===== src/rtl/lane_voter.sv =====
module lane_voter #(
  parameter int W           = 32,
  parameter int CNT_W       = 4,
  parameter int WDOG_CYCLES = 100000,
  parameter int HOLD_CYCLES = 16,
  localparam int WD_W = $clog2(WDOG_CYCLES + 1),
  localparam int HR_W = $clog2(HOLD_CYCLES + 1),
  localparam int ST_W = 3 * CNT_W + 3
) (
  input  logic             clk,
  input  logic             rst_n,
  input  logic [W-1:0]     a_data,
  input  logic [W-1:0]     b_data,
  input  logic [W-1:0]     c_data,
  input  logic [2:0]       in_valid,
  input  logic [CNT_W-1:0] err_limit,
  output logic             out_valid,
  output logic [W-1:0]     out_data,
  output logic [2:0]       redo,
  output logic             uncorrectable,
  output logic [2:0]       lane_rst,
  output logic             hard_rst,
  output logic [ST_W-1:0]  status
);

  logic [2:0][W-1:0]     din, held_q, cur;
  logic [2:0]            full_q, have, mis, trip;
  logic [2:0][CNT_W-1:0] cnt_q;
  logic [2:0][CNT_W:0]   bump;
  logic [W-1:0]          maj;
  logic [WD_W-1:0]       wd_q;
  logic [HR_W-1:0]       hr_q;
  logic                  hr_on, fire, expire, clear, e01, e02, e12, split;

  assign din    = {c_data, b_data, a_data};
  assign hr_on  = (hr_q != '0);
  assign have   = full_q | (in_valid & {3{~hr_on}});
  assign fire   = (&have) && !hr_on;
  assign expire = !fire && !hr_on && (wd_q == WD_W'(WDOG_CYCLES - 1));
  assign clear  = hr_on || expire;

  always_comb begin
    for (int i = 0; i < 3; i++) begin
      cur[i]  = full_q[i] ? held_q[i] : din[i];
      bump[i] = {1'b0, cnt_q[i]} + {{CNT_W{1'b0}}, 1'b1};
    end
  end

  assign maj   = (cur[0] & cur[1]) | (cur[0] & cur[2]) | (cur[1] & cur[2]);
  assign e01   = (cur[0] == cur[1]);
  assign e02   = (cur[0] == cur[2]);
  assign e12   = (cur[1] == cur[2]);
  assign split = !e01 && !e02 && !e12;
  assign mis   = {split | (e01 & ~e02), split | (e02 & ~e01), split | (e12 & ~e01)};

  always_comb begin
    for (int i = 0; i < 3; i++)
      trip[i] = fire && mis[i] && (bump[i] >= {1'b0, err_limit});
  end

  always_ff @(posedge clk or negedge rst_n) begin
    if (!rst_n) begin
      out_valid     <= 1'b0;
      out_data      <= '0;
      redo          <= '0;
      uncorrectable <= 1'b0;
      lane_rst      <= '0;
    end else begin
      out_valid     <= fire;
      redo          <= fire ? mis : 3'b000;
      uncorrectable <= fire && split;
      lane_rst      <= trip;
      if (fire) out_data <= maj;
    end
  end

  always_ff @(posedge clk or negedge rst_n) begin
    if (!rst_n) begin
      full_q <= '0;
      held_q <= '0;
      cnt_q  <= '0;
    end else if (clear) begin
      full_q <= '0;
      cnt_q  <= '0;
    end else if (fire) begin
      full_q <= '0;
      for (int i = 0; i < 3; i++) begin
        if (trip[i])
          cnt_q[i] <= '0;
        else if (mis[i]) begin
          if (cnt_q[i] != {CNT_W{1'b1}}) cnt_q[i] <= bump[i][CNT_W-1:0];
        end else if (cnt_q[i] != '0)
          cnt_q[i] <= cnt_q[i] - 1'b1;
      end
    end else begin
      for (int i = 0; i < 3; i++) begin
        if (in_valid[i] && !full_q[i]) begin
          full_q[i] <= 1'b1;
          held_q[i] <= din[i];
        end
      end
    end
  end

  always_ff @(posedge clk or negedge rst_n) begin
    if (!rst_n) begin
      wd_q <= '0;
      hr_q <= '0;
    end else begin
      if (fire || clear) wd_q <= '0;
      else               wd_q <= wd_q + 1'b1;
      if (expire)        hr_q <= HR_W'(HOLD_CYCLES);
      else if (hr_on)    hr_q <= hr_q - 1'b1;
    end
  end

  assign hard_rst = hr_on;
  assign status   = {cnt_q, full_q};

endmodule


===== config.mk =====
export PLATFORM = sky130hd
export DESIGN_NAME = lane_voter
export DESIGN_NICKNAME = d
export VERILOG_FILES = /design/src/rtl/lane_voter.sv
export SDC_FILE = /design/constraint.sdc
export NUM_CORES = 1
export LEC_CHECK = 0
export BUFFER_PORTS_ARGS = -buffer_cell sky130_fd_sc_hd__buf_2
export CAP_MARGIN = 30
export CORE_MARGIN = 1.5
export CORE_UTILIZATION = 45
export CTS_BUF_LIST = sky130_fd_sc_hd__clkbuf_4
export DETAILED_ROUTE_END_ITERATION = 16
export PLACE_DENSITY = 0.74
export SYNTH_ARGS = -nofsm -noshare
export SYNTH_HDL_FRONTEND = slang
export SYNTH_SLANG_ARGS = --single-unit

===== constraint.sdc =====
create_clock -name clk -period 7.45 [get_ports clk]
set_input_delay 0 -clock clk [delete_from_list [all_inputs] [get_ports clk]]
set_output_delay 0 -clock clk [all_outputs]
set_load 0.01 [all_outputs]

; After elaboration in Yosys (flattened, before gate mapping)
; Index checks and enable logic that the tools add are counted.
[word_totals]
regBits = 173
inputBits = 105
output_inout_bits = 56
elab_cells = 125
[classes]
n_addsub = 8
order_cmp = 3
n_eq_ne = 10
muxes = 26
n_bitwise = 18
n_reduce_logical = 44
[ops]
columns = cell, count
row1 = $and A32 B32 Y32, 3
row2 = $eq A32 B32 Y1, 3
row3 = $mux W32, 3
row4 = $or A32 B32 Y32, 2
row5 = $mux W4, 12
row6 = $mux W12, 2
row7 = $reduce_bool A4 Y1, 6
row8 = $reduce_and A3 Y1, 7
row9 = $add A17 B1 Y17 const B, 1
row10 = $eq A17 B17 Y1 const B, 1
row11 = $mux W17, 1
row12 = $add A4 B1 Y5 const B, 3
row13 = $ge A5 B4 Y1, 3
row14 = $logic_and A1 B1 Y1, 15
row15 = $ne A4 B1 Y1 const B, 3
row16 = $ne A4 B4 Y1 const B, 3
row17 = $sub A4 B1 Y4 const B, 3
row18 = $mux W5, 2
row19 = $mux W3, 3
row20 = $reduce_bool A3 Y1, 3
row21 = $logic_not A1 Y1, 8
row22 = $not A1 Y1, 5
row23 = $reduce_bool A5 Y1, 1
row24 = $sub A5 B1 Y5 const B, 1
row25 = 7 further kinds, 15

; Depth between registers and ports, before layout
[depth]
ltp_word = 12
depth_mapped = 11
ltp_nobuf = 10

; Least setup slack after synthesis
; OpenSTA, ideal clock, no wires.
[synth_path]
kind = register to register
startpoint = reg full_q[2]
endpoint = reg cnt_q, in the netlist status[6]
setup_ns = 0.076
t_arrival_ns = 3.423
t_required_ns = 7.374
setup_slack_ns = 3.950
stages_incl_launch_ff = 12
n_path_buf = 2
synth_period_minus_slack_ns = 3.500
path_cell_list = dfrtp_1 -> clkbuf_1 -> clkbuf_1 -> mux2_2 -> ha_1 -> nor4_1 -> nand4_1 -> or2_4 -> a21oi_2 -> mux2_1 -> or4_1 -> o21ai_1
[synth_between]
elab_chain_len = 11
elab_cells_between_ends = 26
cone_classes = 3 x eq/ne / 5 x mux / 3 x bitwise / 15 x reduce/logical
[synth_rtl]
columns = item, line
row1 = from (decl), 27  ; logic [2:0] full_q, have, mis, trip;
row2 = from (signal assigned), 79  ; full_q <= '0;
row3 = from (signal assigned), 83  ; full_q <= '0;
row4 = from (signal assigned), 86  ; full_q <= '0;
row5 = $mux W32, 44  ; cur[i] = full_q[i] ? held_q[i] : din[i];
row6 = $eq A32 B32 Y1, 51  ; assign e02 = (cur[0] == cur[2]);
row7 = $logic_not A1 Y1, 53  ; assign split = !e01 && !e02 && !e12;
row8 = $logic_and A1 B1 Y1 (2 in series), 53
row9 = $or A1 B1 Y1, 54  ; assign mis = {split | (e01 & ~e02), split | (e02 & ~e01), split | (e12 & ~e01)};
row10 = $logic_and A1 B1 Y1 (2 in series), 58  ; trip[i] = fire && mis[i] && (bump[i] >= {1'b0, err_limit});
row11 = $mux W4, 88  ; if (trip[i])
row12 = $mux W12, 85  ; end else if (fire) begin
row13 = $mux W12, 82  ; end else if (clear) begin
row14 = "to (signal, indexed assignment)", 93  ; cnt_q[i] <= cnt_q[i] - 1'b1;
row15 = to (decl), 28  ; logic [2:0][CNT_W-1:0] cnt_q;
; Parallel ways exist; a longest one is shown, timed or not. The select of a mux whose other input is x is not followed.
; A chain may end at the register's enable or synchronous reset.

; Final worst setup path
[layout_path]
startpoint = reg full_q[0]
endpoint = reg cnt_q, in the netlist status[9]
[layout_between]
elab_chain_len = 11
elab_cells_between_ends = 27
cone_classes = 3 x eq/ne / 5 x mux / 4 x bitwise / 15 x reduce/logical
[layout_rtl]
columns = item, line
row1 = $mux W32, 44
row2 = "$eq A32 B32 Y1, on equally long branches", "50, 51"
row3 = $logic_not A1 Y1, 53
row4 = $logic_and A1 B1 Y1 (2 in series), 53
row5 = $or A1 B1 Y1, 54
row6 = $logic_and A1 B1 Y1 (2 in series), 58
row7 = $mux W4, 88
row8 = $mux W12, 85
row9 = $mux W12, 82
; Parallel ways exist; a longest one is shown, timed or not. The select of a mux whose other input is x is not followed.

==> results by stage <==
Worst setup path:
- The critical path class is reg2reg.
- Data arrives at the worst endpoint at ~4.4 ns.
- Data on the critical path is required at its endpoint by ~8 ns.
- In this run the worst path has a maximum fanout of 35.
- STA classifies the critical path endpoint as a register.
- The worst setup path is launched from a register.
- The reg-to-reg setup timing slack is roughly 3.6 ns.

Final layout:
- Leaving out fill and tap cells, the most frequent cell in the layout is sky130_fd_sc_hd__dfrtp_1.
- In the layout the commonest cells are 173 x sky130_fd_sc_hd__dfrtp_1, 159 x sky130_fd_sc_hd__buf_2, 117 x sky130_fd_sc_hd__ha_1.
- The utilization after layout is between 50% and 60%.
- The ratio of cells with drive above 1 in the final layout is ~27%.
- The growth of design area from synthesis to finish is 24.9%.
- At the end of the flow, the number of nets in the layout was approximately 1300.
- The final non-filler cell total is 1406.

Routing:
- The routed wire length is around 25000 um.
- For this block, the initial DRC count from the detailed router was 519.
- The total iterations of the first detailed-routing run is 4.
- The via count is ~7500.
- The mean number of vias per cell is ~5.3.
- The DRC violation count after routing is 0.
- The detailed-route wire length per cell is between 15 and 20 um.
- Once detail routing completed, the nets flagged for antenna violations numbered 0.

Pwr:
- The reported leakage power is 5.80 nW.
- The sequential share of power is 36.5%.
- Of the total power, the clock network draws between 10% and 20%.
- The design draws between 0.004 and 0.005 W.
- For this design the total switching power over the nets is 0.00170 W.
- The cell area power density is 349 nW/um^2.
- The worst voltage drop across the vdd grid is between 0.15 and 0.2 mV.
- The combinational share of power is between 40% and 50%.
- In this run switching power makes up between 30% and 40% of total power.
- The cell-internal power is about 0.0026 W.

Global routing:
- The met1 usage in global routing is between 20% and 30%.
- The first global-routing pass estimated 40000 um of wire.
- Summed over all layers, the global routing overflow is 0.
- The number of global-route vias before repair is 7792.
- The number of antenna violations at the first check in global routing is 2.
- The maximum number of pins on one net before global-route repair is 94.
- The routing layer with the top usage in global route is met2.
- Global routing consumed, on the met3 layer, between 5 and 6% of the routing resources.
- In the global route stage, met2 resource usage came out at a little over a third.
- The total global routing track utilization is between 20% and 30%.

Floorplanning:
- The floorplan step defined a die boundary enclosing roughly 23000 um^2.
- The core area is between 20000 and 25000 um^2.
- The initialized floorplan defines 54 standard-cell rows.
- The effective utilization at floorplan is a little under half.
- The floorplan step set the die width to between 150 and 200 um.
- The height of the die is between 150 and 200 um.
- The count of pins on the block boundary is 161.

Clocking:
- The number of clock sinks seen by CTS is between 150 and 200.
- For the worst-skew pair, the clock arrives at the later sink with an insertion delay of about 0.6 ns.
- Clock-pin slew was measured on the worst setup and hold paths at ~0.15 ns.
- The TritonCTS clock tree is yes.
- Buffers inserted during clock tree synthesis total 17.
- The H-tree was split into 4 levels.
- The root buffer cell chosen for the clock tree is sky130_fd_sc_hd__clkbuf_4.
- The maximum buffer depth of the clock tree is 2.
- Post-CTS timing repair inserted 0 buffers for setup.

Placement:
- The HPWL after detailed placement is about 18000 um.
- Including well taps, the total number of placed cells is between 1000 and 1500.
- Input and output buffers added on the ports amount to 160.
- At the end of routability-driven placement, the weighted congestion stood at 0.847.

Logic synthesis:
- The post-synthesis cell type count is 49.
- Counting flops and latches in the post-synthesis netlist gives approximately 170.
- Counting flops with a built-in enable in the synthesized netlist gives 0.
- When the netlist entered floorplanning its net count stood at 1073.
- The average instance in the mapped netlist occupies between 10 and 15 um^2.
- The count of mapped cells out of synthesis is about 850.
- The main flop type after synthesis is sky130_fd_sc_hd__dfrtp_1.
- For this run, the number of Yosys warnings is 0.
- After synthesis, the share of flip-flops with an asynchronous set or reset is 100%.
- Sequential cells were found to cover approximately 43% of the synthesized design area.
- The synthesized cell area is between 9000 and 10000 um^2.

STA:
- For this run, the top clock speed supported by timing is about 0.26 GHz.
- The count of endpoints failing setup in the final report is 0.
- The shortest clock period the worst path allows after layout is 3.89 ns.
- The tightest hold path in the finished design has a slack of between 0.04 and 0.05 ns.
- Setup repair after global routing left no endpoint under its margin.
- For the final routed database, the setup TNS stands at 0 ns.
- The final max-slew violation count is 0.
- The worst-margin pin slew is 0.868 ns.
- The post-route clock period utilization is roughly 52%.
- The relative max-transition margin is about 42%.
- The final number of hold-violating endpoints is 0.
- Between clock sinks in the finished design, the worst skew comes to between 0.02 and 0.025 ns.

Job:
- The number of max-cap violations is 0.

Run status:
- The run finished with clean final reports.

Min path:
- The min-delay analysis places its worst path in the category in2async.
[worst paths after layout]
kind	cells past startpoint	endpoint	startpoint
worst max-delay path	10	status[9]	full_q[0]
worst min-delay path	2	held_q[30]	rst_n
worst max register to register	10	status[9]	full_q[0]
worst min register to register	2	out_data[21]	out_data[21]
max in group asynchronous	4	held_q[28]	rst_n
min in group clk	3	held_q[22]	a_data[22]
[timing repair]
action,4_1_cts,5_1_grt
resized for setup,0,0
hold buffers,104,0
hold endpoints to repair,212,0
[cell usage after synthesis (4+ instances only)]
cell / count / area [um^2]
sky130_fd_sc_hd__nor4_1: 25 / 156
sky130_fd_sc_hd__nand2_1: 51 / 191
sky130_fd_sc_hd__nand2b_1: 5 / 31.3
sky130_fd_sc_hd__xor2_1: 14 / 123
sky130_fd_sc_hd__a211oi_1: 5 / 37.5
sky130_fd_sc_hd__or3_1: 4 / 25.0
sky130_fd_sc_hd__clkbuf_1: 21 / 78.8
sky130_fd_sc_hd__a21oi_1: 6 / 30.0
sky130_fd_sc_hd__nor2_1: 31 / 116
sky130_fd_sc_hd__o21ai_1: 6 / 30.0
sky130_fd_sc_hd__o21ai_0: 42 / 210
sky130_fd_sc_hd__a31oi_1: 12 / 75.1
sky130_fd_sc_hd__or4_1: 4 / 30.0
sky130_fd_sc_hd__mux2_1: 99 / 1110
sky130_fd_sc_hd__dfrtp_1: 173 / 4330
sky130_fd_sc_hd__ha_1: 117 / 1460
sky130_fd_sc_hd__nor3_1: 36 / 180
sky130_fd_sc_hd__mux2_2: 96 / 1080
sky130_fd_sc_hd__xnor2_1: 8 / 70.1
sky130_fd_sc_hd__and2_1: 5 / 31.3
sky130_fd_sc_hd__nand3_1: 12 / 60.1
sky130_fd_sc_hd__inv_1: 18 / 67.6
sky130_fd_sc_hd__nand4_1: 10 / 62.6
sky130_fd_sc_hd__mux2i_1: 4 / 40.0
sky130_fd_sc_hd__buf_2: 12 / 60.1
[final cells by class]
cell class	instances	area, um^2
Fill cell	1792	9340
Multi-Input combinational cell	624	5450
Sequential cell	173	4330
Timing Repair Buffer	274	1950
Tap cell	280	350
Clock inverter	15	196
Clock buffer	17	128
Inverter	20	75.1
Antenna cell	3	7.51
[sequential cells by signal, summed over array words and instances (netlist names)]
| name | cells |
|---|---|
| full_q | 3 |
| uncorrectable | 1 |
| out_data | 32 |
| lane_rst | 3 |
| hr_q | 5 |
| wd_q | 17 |
| held_q | 96 |
| status | 12 |
| out_valid | 1 |
| redo | 3 |
[stage by stage]
stage / setup slack (ns) / instance area [um^2]
after floorplan: 3.95 / 9990
after global placement: 3.64 / 11100
after detailed placement: 3.60 / 11100
after CTS: 3.59 / 12500
after global routing: 3.35 / 12500
final: 3.56 / 12500
[cells by family after synthesis]
family	Yosys count	synth area share, %
flip-flops	173	43.3
adder cells (fa/ha/maj)	117	14.6
AND/OR/NAND/NOR	202	10.5
AO/OA/AOI/OAI	83	4.87
multiplexers	200	22.5
XOR/XNOR	22	1.93
buffers and inverters	54	2.18
[power by group through the flow]
stage / clock, W / sequential, W / combinational, W
finish: 0.000607 / 0.00159 / 0.00216
global route: 0.000659 / 0.00164 / 0.00242
CTS: 0.000619 / 0.00158 / 0.00218
detailed placement: 0 / 0.00160 / 0.00211
global placement: 0 / 0.00158 / 0.00205
floorplan: 0 / 0.00161 / 0.00140
[worst max-delay path, stage by stage, from the launching register on]
cell	delay, ns
sky130_fd_sc_hd__dfrtp_1	0.35
sky130_fd_sc_hd__buf_4	0.43
sky130_fd_sc_hd__mux2_2	0.42
sky130_fd_sc_hd__ha_1	0.30
sky130_fd_sc_hd__nor4_1	0.46
sky130_fd_sc_hd__nand4_1	0.28
sky130_fd_sc_hd__or2_1	0.36
sky130_fd_sc_hd__a21oi_1	0.51
sky130_fd_sc_hd__mux2_1	0.39
sky130_fd_sc_hd__nand2b_1	0.14
sky130_fd_sc_hd__a31oi_1	0.16
[layer usage]
metal  wire, um  part of all wire (%)
met1      10900                    44
met2      12000                    48
met3       1160                   4.7
met4        857                   3.4
met5          0                     0
(Power assumes the default switching activity.)
